File: src/rtl/rtcdiv_pkg.sv
package rtcdiv_pkg;
  localparam int CHAIN_W = 15;
  localparam int RATE_W  = 4;
  localparam int CTL_W   = 3;
  localparam int TAP_W   = $clog2(CHAIN_W);

  typedef enum logic [1:0] {DIV_STOP, DIV_RUN, DIV_HOLD} div_mode_e;

  // Control code to chain mode: 010 runs, 11x holds at zero, rest freeze
  function automatic div_mode_e decode_ctl(input logic [CTL_W-1:0] c);
    if (c == 3'b010)        return DIV_RUN;
    else if (c[2:1] == 2'b11) return DIV_HOLD;
    else                    return DIV_STOP;
  endfunction

  // Rate code to counter stage; stage k toggles at 32768/2^(k+1) Hz
  function automatic logic [TAP_W-1:0] tap_of_rate(input logic [RATE_W-1:0] r);
    case (r)
      4'd0:    return '0;
      4'd1:    return TAP_W'(6);
      4'd2:    return TAP_W'(7);
      default: return TAP_W'(r - 4'd2);
    endcase
  endfunction

  // True when one more increment makes stage k go from 0 to 1
  function automatic logic stage_rises_next(input logic [CHAIN_W-1:0] cnt,
                                            input logic [TAP_W-1:0]   k);
    logic [CHAIN_W-1:0] mask;
    mask = (CHAIN_W'(1) << (k + TAP_W'(1))) - CHAIN_W'(1);
    return (cnt & mask) == (mask >> 1);
  endfunction
endpackage

File: src/rtl/div_core.sv
module div_core
  import rtcdiv_pkg::*;
(
  input  logic               clk,
  input  logic               rst_n,
  input  logic               tick_en,
  input  logic [CTL_W-1:0]   div_ctl,
  output logic [CHAIN_W-1:0] cnt,
  output logic               adv
);
  div_mode_e mode;

  assign mode = decode_ctl(div_ctl);
  assign adv  = tick_en && (mode == DIV_RUN);

  always_ff @(posedge clk) begin
    if (!rst_n)               cnt <= '0;
    else if (mode == DIV_HOLD) cnt <= '0;
    else if (adv)             cnt <= cnt + CHAIN_W'(1);
  end

  p_hold_zero_r6: assert property (@(posedge clk) disable iff (!rst_n)
    (mode == DIV_HOLD) |=> (cnt == '0));
  p_freeze_r7: assert property (@(posedge clk) disable iff (!rst_n)
    (mode == DIV_STOP) |=> $stable(cnt));
  p_no_tick_still_r1: assert property (@(posedge clk) disable iff (!rst_n)
    (!tick_en && mode != DIV_HOLD) |=> $stable(cnt));
endmodule

File: src/rtl/tap_rise.sv
module tap_rise
  import rtcdiv_pkg::*;
(
  input  logic               clk,
  input  logic               rst_n,
  input  logic               adv,
  input  logic               en,
  input  logic [CHAIN_W-1:0] cnt,
  input  logic [TAP_W-1:0]   tap,
  output logic               pulse
);
  logic rise_now;

  assign rise_now = adv && en && stage_rises_next(cnt, tap);

  always_ff @(posedge clk) begin
    if (!rst_n) pulse <= 1'b0;
    else        pulse <= rise_now;
  end

  p_pulse_from_adv_r1: assert property (@(posedge clk) disable iff (!rst_n)
    pulse |-> $past(adv));
endmodule

File: src/rtl/rtc_divchain.sv
module rtc_divchain
  import rtcdiv_pkg::*;
(
  input  logic              clk,
  input  logic              rst_n,
  input  logic              tick_en,
  input  logic [CTL_W-1:0]  div_ctl,
  input  logic [RATE_W-1:0] rate_sel,
  input  logic              sqw_en,
  output logic              pf_set,
  output logic              sqw_out,
  output logic              upd_req
);
  localparam logic [TAP_W-1:0] SEC_TAP = TAP_W'(CHAIN_W - 1);

  logic [CHAIN_W-1:0] cnt;
  logic               adv;
  logic               rate_on;
  logic [TAP_W-1:0]   rate_tap;

  assign rate_on  = (rate_sel != '0);
  assign rate_tap = tap_of_rate(rate_sel);

  div_core u_core (
    .clk(clk), .rst_n(rst_n), .tick_en(tick_en), .div_ctl(div_ctl),
    .cnt(cnt), .adv(adv)
  );

  tap_rise u_periodic (
    .clk(clk), .rst_n(rst_n), .adv(adv), .en(rate_on),
    .cnt(cnt), .tap(rate_tap), .pulse(pf_set)
  );

  tap_rise u_second (
    .clk(clk), .rst_n(rst_n), .adv(adv), .en(1'b1),
    .cnt(cnt), .tap(SEC_TAP), .pulse(upd_req)
  );

  assign sqw_out = rst_n && sqw_en && rate_on && cnt[rate_tap];

  p_sqw_gated_r8: assert property (@(posedge clk) disable iff (!rst_n)
    !sqw_en |-> !sqw_out);
  p_rate_off_r3: assert property (@(posedge clk) disable iff (!rst_n)
    ($past(rate_sel) == '0) |-> !pf_set);
  p_pf_single_r2: assert property (@(posedge clk) disable iff (!rst_n)
    pf_set |=> !pf_set);
  p_upd_single_r5: assert property (@(posedge clk) disable iff (!rst_n)
    upd_req |=> !upd_req);
  p_upd_when_run_r5: assert property (@(posedge clk) disable iff (!rst_n)
    upd_req |-> ($past(div_ctl) == 3'b010));
endmodule

File: config.mk
export PLATFORM = sky130hd
export DESIGN_NAME = rtc_divchain
export DESIGN_NICKNAME = d
export VERILOG_FILES = /design/src/rtl/rtcdiv_pkg.sv /design/src/rtl/div_core.sv /design/src/rtl/tap_rise.sv /design/src/rtl/rtc_divchain.sv
export SDC_FILE = /design/constraint.sdc
export NUM_CORES = 1
export LEC_CHECK = 0
export BUFFER_PORTS_ARGS = -buffer_cell sky130_fd_sc_hd__clkbuf_2
export CORE_MARGIN = 2
export CORE_UTILIZATION = 55
export CTS_CLUSTER_SIZE = 16
export DETAILED_ROUTE_END_ITERATION = 16
export HOLD_SLACK_MARGIN = 0.08
export PLACE_DENSITY = 0.87
export SLEW_MARGIN = 15
export SYNTH_ARGS = -nofsm -noshare
export SYNTH_HDL_FRONTEND = slang
export SYNTH_SLANG_ARGS = --single-unit
File: constraint.sdc
create_clock -name clk -period 3.62 [get_ports clk]
set_clock_uncertainty 0.05 [all_clocks]
set_input_delay 0.362 -clock clk [delete_from_list [all_inputs] [get_ports clk]]
set_output_delay 0.362 -clock clk [all_outputs]
set_load 0.005 [all_outputs]
**Word-level counts from Yosys, hierarchy flattened**

Cells that the tools add are included.

- Latch bits: 0
- RAM bits: 0
- Output and inout bits: 3
- Logic and storage cells: 34
- Memory bits (read-only): 0
- Memories: 0
- Flip-flop bits (word level): 17
- Input port bits: 11

- Reductions and logical operators: 10
- Magnitude comparators: 1
- Shift-type cells: 1
- Multipliers: 0
- Equal/unequal tests: 8
- Bitwise logic cells: 2
- $add $sub $neg: 4
- Div/mod/pow operators: 0
- Muxes and demuxes: 5

Operator list:

| operator | number |
|---|---|
| $add 15x1->15 const B | 1 |
| $and 15x15->15 | 1 |
| $eq 15x14->1 | 1 |
| $eq 15x14->1 const B | 1 |
| $shl 1x4->15 const A | 1 |
| $sub 15x2->15 const B | 1 |
| $pmux 4 s3 | 1 |
| $logic_and 1x1->1 | 7 |
| $lt 4x5->1 const B | 1 |
| $add 4x1->4 const B | 1 |
| $bmux 1 s4 | 1 |
| $eq 2x2->1 const B | 2 |
| $eq 4x1->1 const B | 1 |
| $eq 4x2->1 const B | 1 |
| $logic_not 4->1 | 1 |
| $mux 2 | 2 |
| $reduce_bool 4->1 | 1 |
| $sub 4x2->4 const B | 1 |
| $eq 3x2->1 const B | 1 |
| $eq 2x1->1 const B | 1 |
| $reduce_or 2->1 | 1 |
| $mux 1 | 1 |
| $not 1->1 | 1 |

**Depth between registers and ports, before layout**

- Word-level depth: 8
- Mapped depth: 18
- Gate-level depth less buffers: 15

**Hierarchy**

A second synthesis with hierarchy kept.

- Cell total of the unflattened synthesis: 397
- Area total of the unflattened synthesis: 2,755.1 um^2

Modules (own cells, without submodules):

| module | area an instance (um^2) | cells each | sequential area each (um^2) | instances |
|---|---|---|---|---|
| tap_rise | 823.3 | 125 | 20.0 | 2 |
| div_core | 680.7 | 81 | 300.3 | 1 |
| rtc_divchain | 427.9 | 66 | 0.0 | 1 |

**Worst setup path after synthesis**

No wires, ideal clock.

- Kind: input-to-reg
- Start: in rate_sel[1]
- End: reg u_periodic.pulse
- Arrival: 3,410 ps
- Path slack: 81 ps
- Setup time: 79 ps
- Data required time: 3,491 ps
- Stages: 17
- Buffers on the path: 3
- Cells stage by stage: inv_1 -> ha_1 -> buf_4 -> or3b_1 -> and2_4 -> buf_6 -> nor2_1 -> o21ai_0 -> ha_1 -> clkbuf_1 -> or4_1 -> nand3_1 -> xor2_1 -> or3_1 -> o21ai_1 -> nand4_1 -> a211oi_2

- Longest elaborated chain between the ends: 8
- Elaborated cells on any way between the ends: 13
- Those cells by class: add/sub: 3; eq/ne: 3; shift: 1; mux: 1; bitwise: 1; reduce/logical: 4

Ends and longest elaborated chain:

| what | RTL line | RTL |
|---|---|---|
| start: declaration | rtc_divchain.sv:8 | `input logic [RATE_W-1:0] rate_sel,` |
| $sub 4x2->4, or another cell as far along | rtcdiv_pkg.sv:22 | `default: return TAP_W'(r - 4'd2);` |
| $pmux 4 s3 | rtcdiv_pkg.sv:18 | `case (r)` |
| $add 4x1->4 | rtcdiv_pkg.sv:30 | `mask = (CHAIN_W'(1) << (k + TAP_W'(1))) - CHAIN_W'(1);` |
| $shl 1x4->15 | rtcdiv_pkg.sv:30 |  |
| $sub 15x2->15 | rtcdiv_pkg.sv:30 |  |
| $and 15x15->15 | rtcdiv_pkg.sv:31 | `return (cnt & mask) == (mask >> 1);` |
| $eq 15x14->1 | rtcdiv_pkg.sv:31 |  |
| $logic_and 1x1->1 (*) | tap_rise.sv:14 | `assign rise_now = adv && en && stage_rises_next(cnt, tap);` |
| end signal: assignment | tap_rise.sv:18 | `else pulse <= rise_now;` |
| end: declaration | tap_rise.sv:10 | `output logic pulse` |

Every way passes the cells marked *; elsewhere a longest branch is shown, timed or not.
A chain may end at the register's enable or synchronous reset.

**Final worst setup path**

Same ends and word-level chain as after synthesis.

==> out/results.txt <==
Hold Violations, Final: 0
Synth cell types: 62
Final setup viols: 0
Measured slew at the worst slew-check pin: 0.523 ns
Starting Density: 57.9%
PwrDens: 233 nW/um^2
Hold buffer count at CTS: 0
Cts repair resizes: 0
RSZ-0062 raised after global routing: no
Post-synthesis sequential area ratio: 17.5%
CP required: 3.79 ns
Hold crit path type: in2reg
Worst EP arrival: 3.23 ns
Die X-Extent: 63.5 um
Worst skew pair latency: 0.30 ns
Fraction of layout cells with a size suffix above 1: 13.6%
Ports: 14
Dpl hpwl: 3640 um
Post-Syn Area: 1950 um^2
Clock network fraction of total power: 21.5%
Antenna violations before repair: 0
Asr flop ratio synth: 0%
Setup WS pre-CTS: 0.272 ns
Seq pwr share: 39.0%
Logic pwr share: 39.4%
VDD IR max: 147 uV
Std-Cell Rows: 21
Die Ht: 63.5 um
Clock Tree Buf Depth: 2
Highest Clock Rate: 327 MHz
Status: completed
Total track usage: 25.1%
Clock slew at reported path FFs: 0.11 ns
Leak pwr: 0.735 nW
Setup_tns: 0 ns
DRT antenna net count: 0
Max Transition Viols Final: 0
Count of flip-flops with a built-in enable after synthesis: 0
DRT Pass-1 Iters: 5
CTS tree: done
Total gr overflow: 0
# Post-CTS Setup Buffers: 0
Most common cell after layout, fill and taps aside: nor2_1
Most used flip-flop cell after synthesis: dfxtp_1
Total power: 481 uW
Clock sinks: 17
Number of buffers created by CTS: 3
Crit Path Category: in2reg
Clock Root Buffer: clkbuf_4
Largest net degree at the start of global routing: 31
H-tree depth: 1
Starting DRC count in detailed routing: 202
Net count after synthesis: 294
Pint: 306 uW
Max_slew headroom: 64.8%
Drt drc: 0
Final period util: 84.4%
Vias in the first global route: 1883
Avg Cell Area, Syn: 6.96 um^2
Die ar.: 4030 um^2
Post-DP Area: 2030 um^2
CP Launch Type: primary input
Antenna cells: 0
Layout area overhead: 5.78%
Commonest non-fill, non-tap cells in the layout: 35 x nor2_1, 28 x nand2_1, 21 x o21ai_0
Switching pwr: 175 uW
I/O Buffers: 13
Final instance area: 2060 um^2
DRT Wirelength: 4890 um
Nets: 301
Setup crit end kind: register
Final GP Congestion: 0.965
Final WS setup: 0.564 ns
Crit Path Max Fanout: 6
Core area: 3360 um^2
Ys Warns: 0
Routed len/inst: 14.7 um
#FFs+latches synth: 17
Mapped Cells: 280
Switching Share: 36.4%
Via Count: 2154
Max cap viols: 0
Vias per Instance: 6.49
First-pass GRT wire length: 8460 um
Crit path time final: 3.06 ns
-- Yosys cell counts (2+ instances only) --
library cell / instances / area [um^2]
buf_6: 3 / 33.8
nand2_1: 28 / 105
or2_2: 3 / 18.8
and3b_1: 2 / 17.5
xnor2_1: 9 / 78.8
or3_1: 5 / 31.3
and3_1: 3 / 18.8
buf_2: 6 / 30.0
o221ai_1: 3 / 26.3
nand2b_1: 13 / 81.3
a311oi_1: 2 / 17.5
nand4_1: 7 / 43.8
nor2b_1: 7 / 43.8
mux2i_1: 5 / 50.1
inv_1: 3 / 11.3
o21ai_0: 21 / 105
a221oi_1: 2 / 17.5
nand3b_1: 3 / 22.5
o211ai_1: 3 / 22.5
nor2_1: 35 / 131
nand3_1: 14 / 70.1
clkbuf_1: 9 / 33.8
xor2_1: 11 / 96.3
o22ai_1: 3 / 18.8
dfxtp_1: 17 / 340
nor3_1: 7 / 35.0
a21oi_1: 16 / 80.1
ha_1: 3 / 37.5
buf_1: 2 / 7.51
o2111ai_1: 2 / 17.5
a31oi_1: 2 / 12.5
-- worst paths after layout --
kind              slack, ns           from  cells past startpoint          endpoint
setup / recovery       0.56    rate_sel[1]                     15  u_periodic.pulse
hold reg to reg        0.51  u_core.cnt[5]                      2     u_core.cnt[5]
setup reg to reg       1.77  u_core.cnt[8]                      5  u_periodic.pulse
hold / removal         0.29          rst_n                      2    u_second.pulse
-- metal layers --
layer | track usage (%) | part of all wire (%) | vias to the layer above
met5 | 0 | 0 | -
met4 | 7.07 | 1.6 | 0
met3 | 4.11 | 8.2 | 12
met2 | 39.9 | 47 | 104
met1 | 34.9 | 43 | 1002
li1 | - | - | 1036
-- logic make-up (layout without fill, tap and decap cells) --
kind of cell,count (synthesis),in the layout,synth area share (%)
AND/OR/NAND/NOR,137,137,36.1
XOR/XNOR,20,20,8.99
flip-flops,17,17,17.5
adder cells (fa/ha/maj),3,3,1.93
buffers and inverters,24,30,6.36
multiplexers,6,6,3.15
AO/OA/AOI/OAI,73,73,26.0
-- state kept, by name, summed over array words and instances (netlist names) --
register,count
u_second.pulse,1
u_periodic.pulse,1
u_core.cnt,15
-- area by class of cell --
| class | instances | area, um^2 |
|---|---|---|
| Multi-Input combinational cell | 239 | 1480 |
| Fill cell | 332 | 1300 |
| Sequential cell | 17 | 340 |
| Timing Repair Buffer | 23 | 140 |
| Tap cell | 46 | 57.6 |
| Clock buffer | 3 | 22.5 |
| Inverter | 3 | 11.3 |
| Clock inverter | 1 | 5.00 |
-- per-stage QoR --
stage	hold WS (ns)	instances	util, %
global placement	0.471	328	60.5
global route	0.310	332	61.3
detailed placement	0.494	328	60.5
CTS	0.279	332	61.3
floorplan	0.440	280	-
finish	0.288	332	61.3
-- worst max-delay path, cell delays in order --
cell      delay (ns)
clkbuf_2        0.09
inv_1           0.04
ha_1            0.20
or3b_1          0.37
and2_4          0.20
nor2_1          0.11
o21ai_0         0.08
ha_1            0.20
or4_1           0.51
nand3_1         0.18
xor2_1          0.09
or3_1           0.36
o21ai_1         0.08
nand4_1         0.13
a211oi_2        0.23
-- power groups by stage --
stage | combinational, mW | sequential (mW) | clock (mW)
2_1_floorplan | 0.146 | 0.192 | 0
3_3_place_gp | 0.182 | 0.192 | 0
3_5_place_dp | 0.183 | 0.192 | 0
4_1_cts | 0.184 | 0.188 | 0.107
5_1_grt | 0.208 | 0.188 | 0.115
6_report | 0.190 | 0.188 | 0.104
No activity file was read; power rests on OpenSTA's default activity.
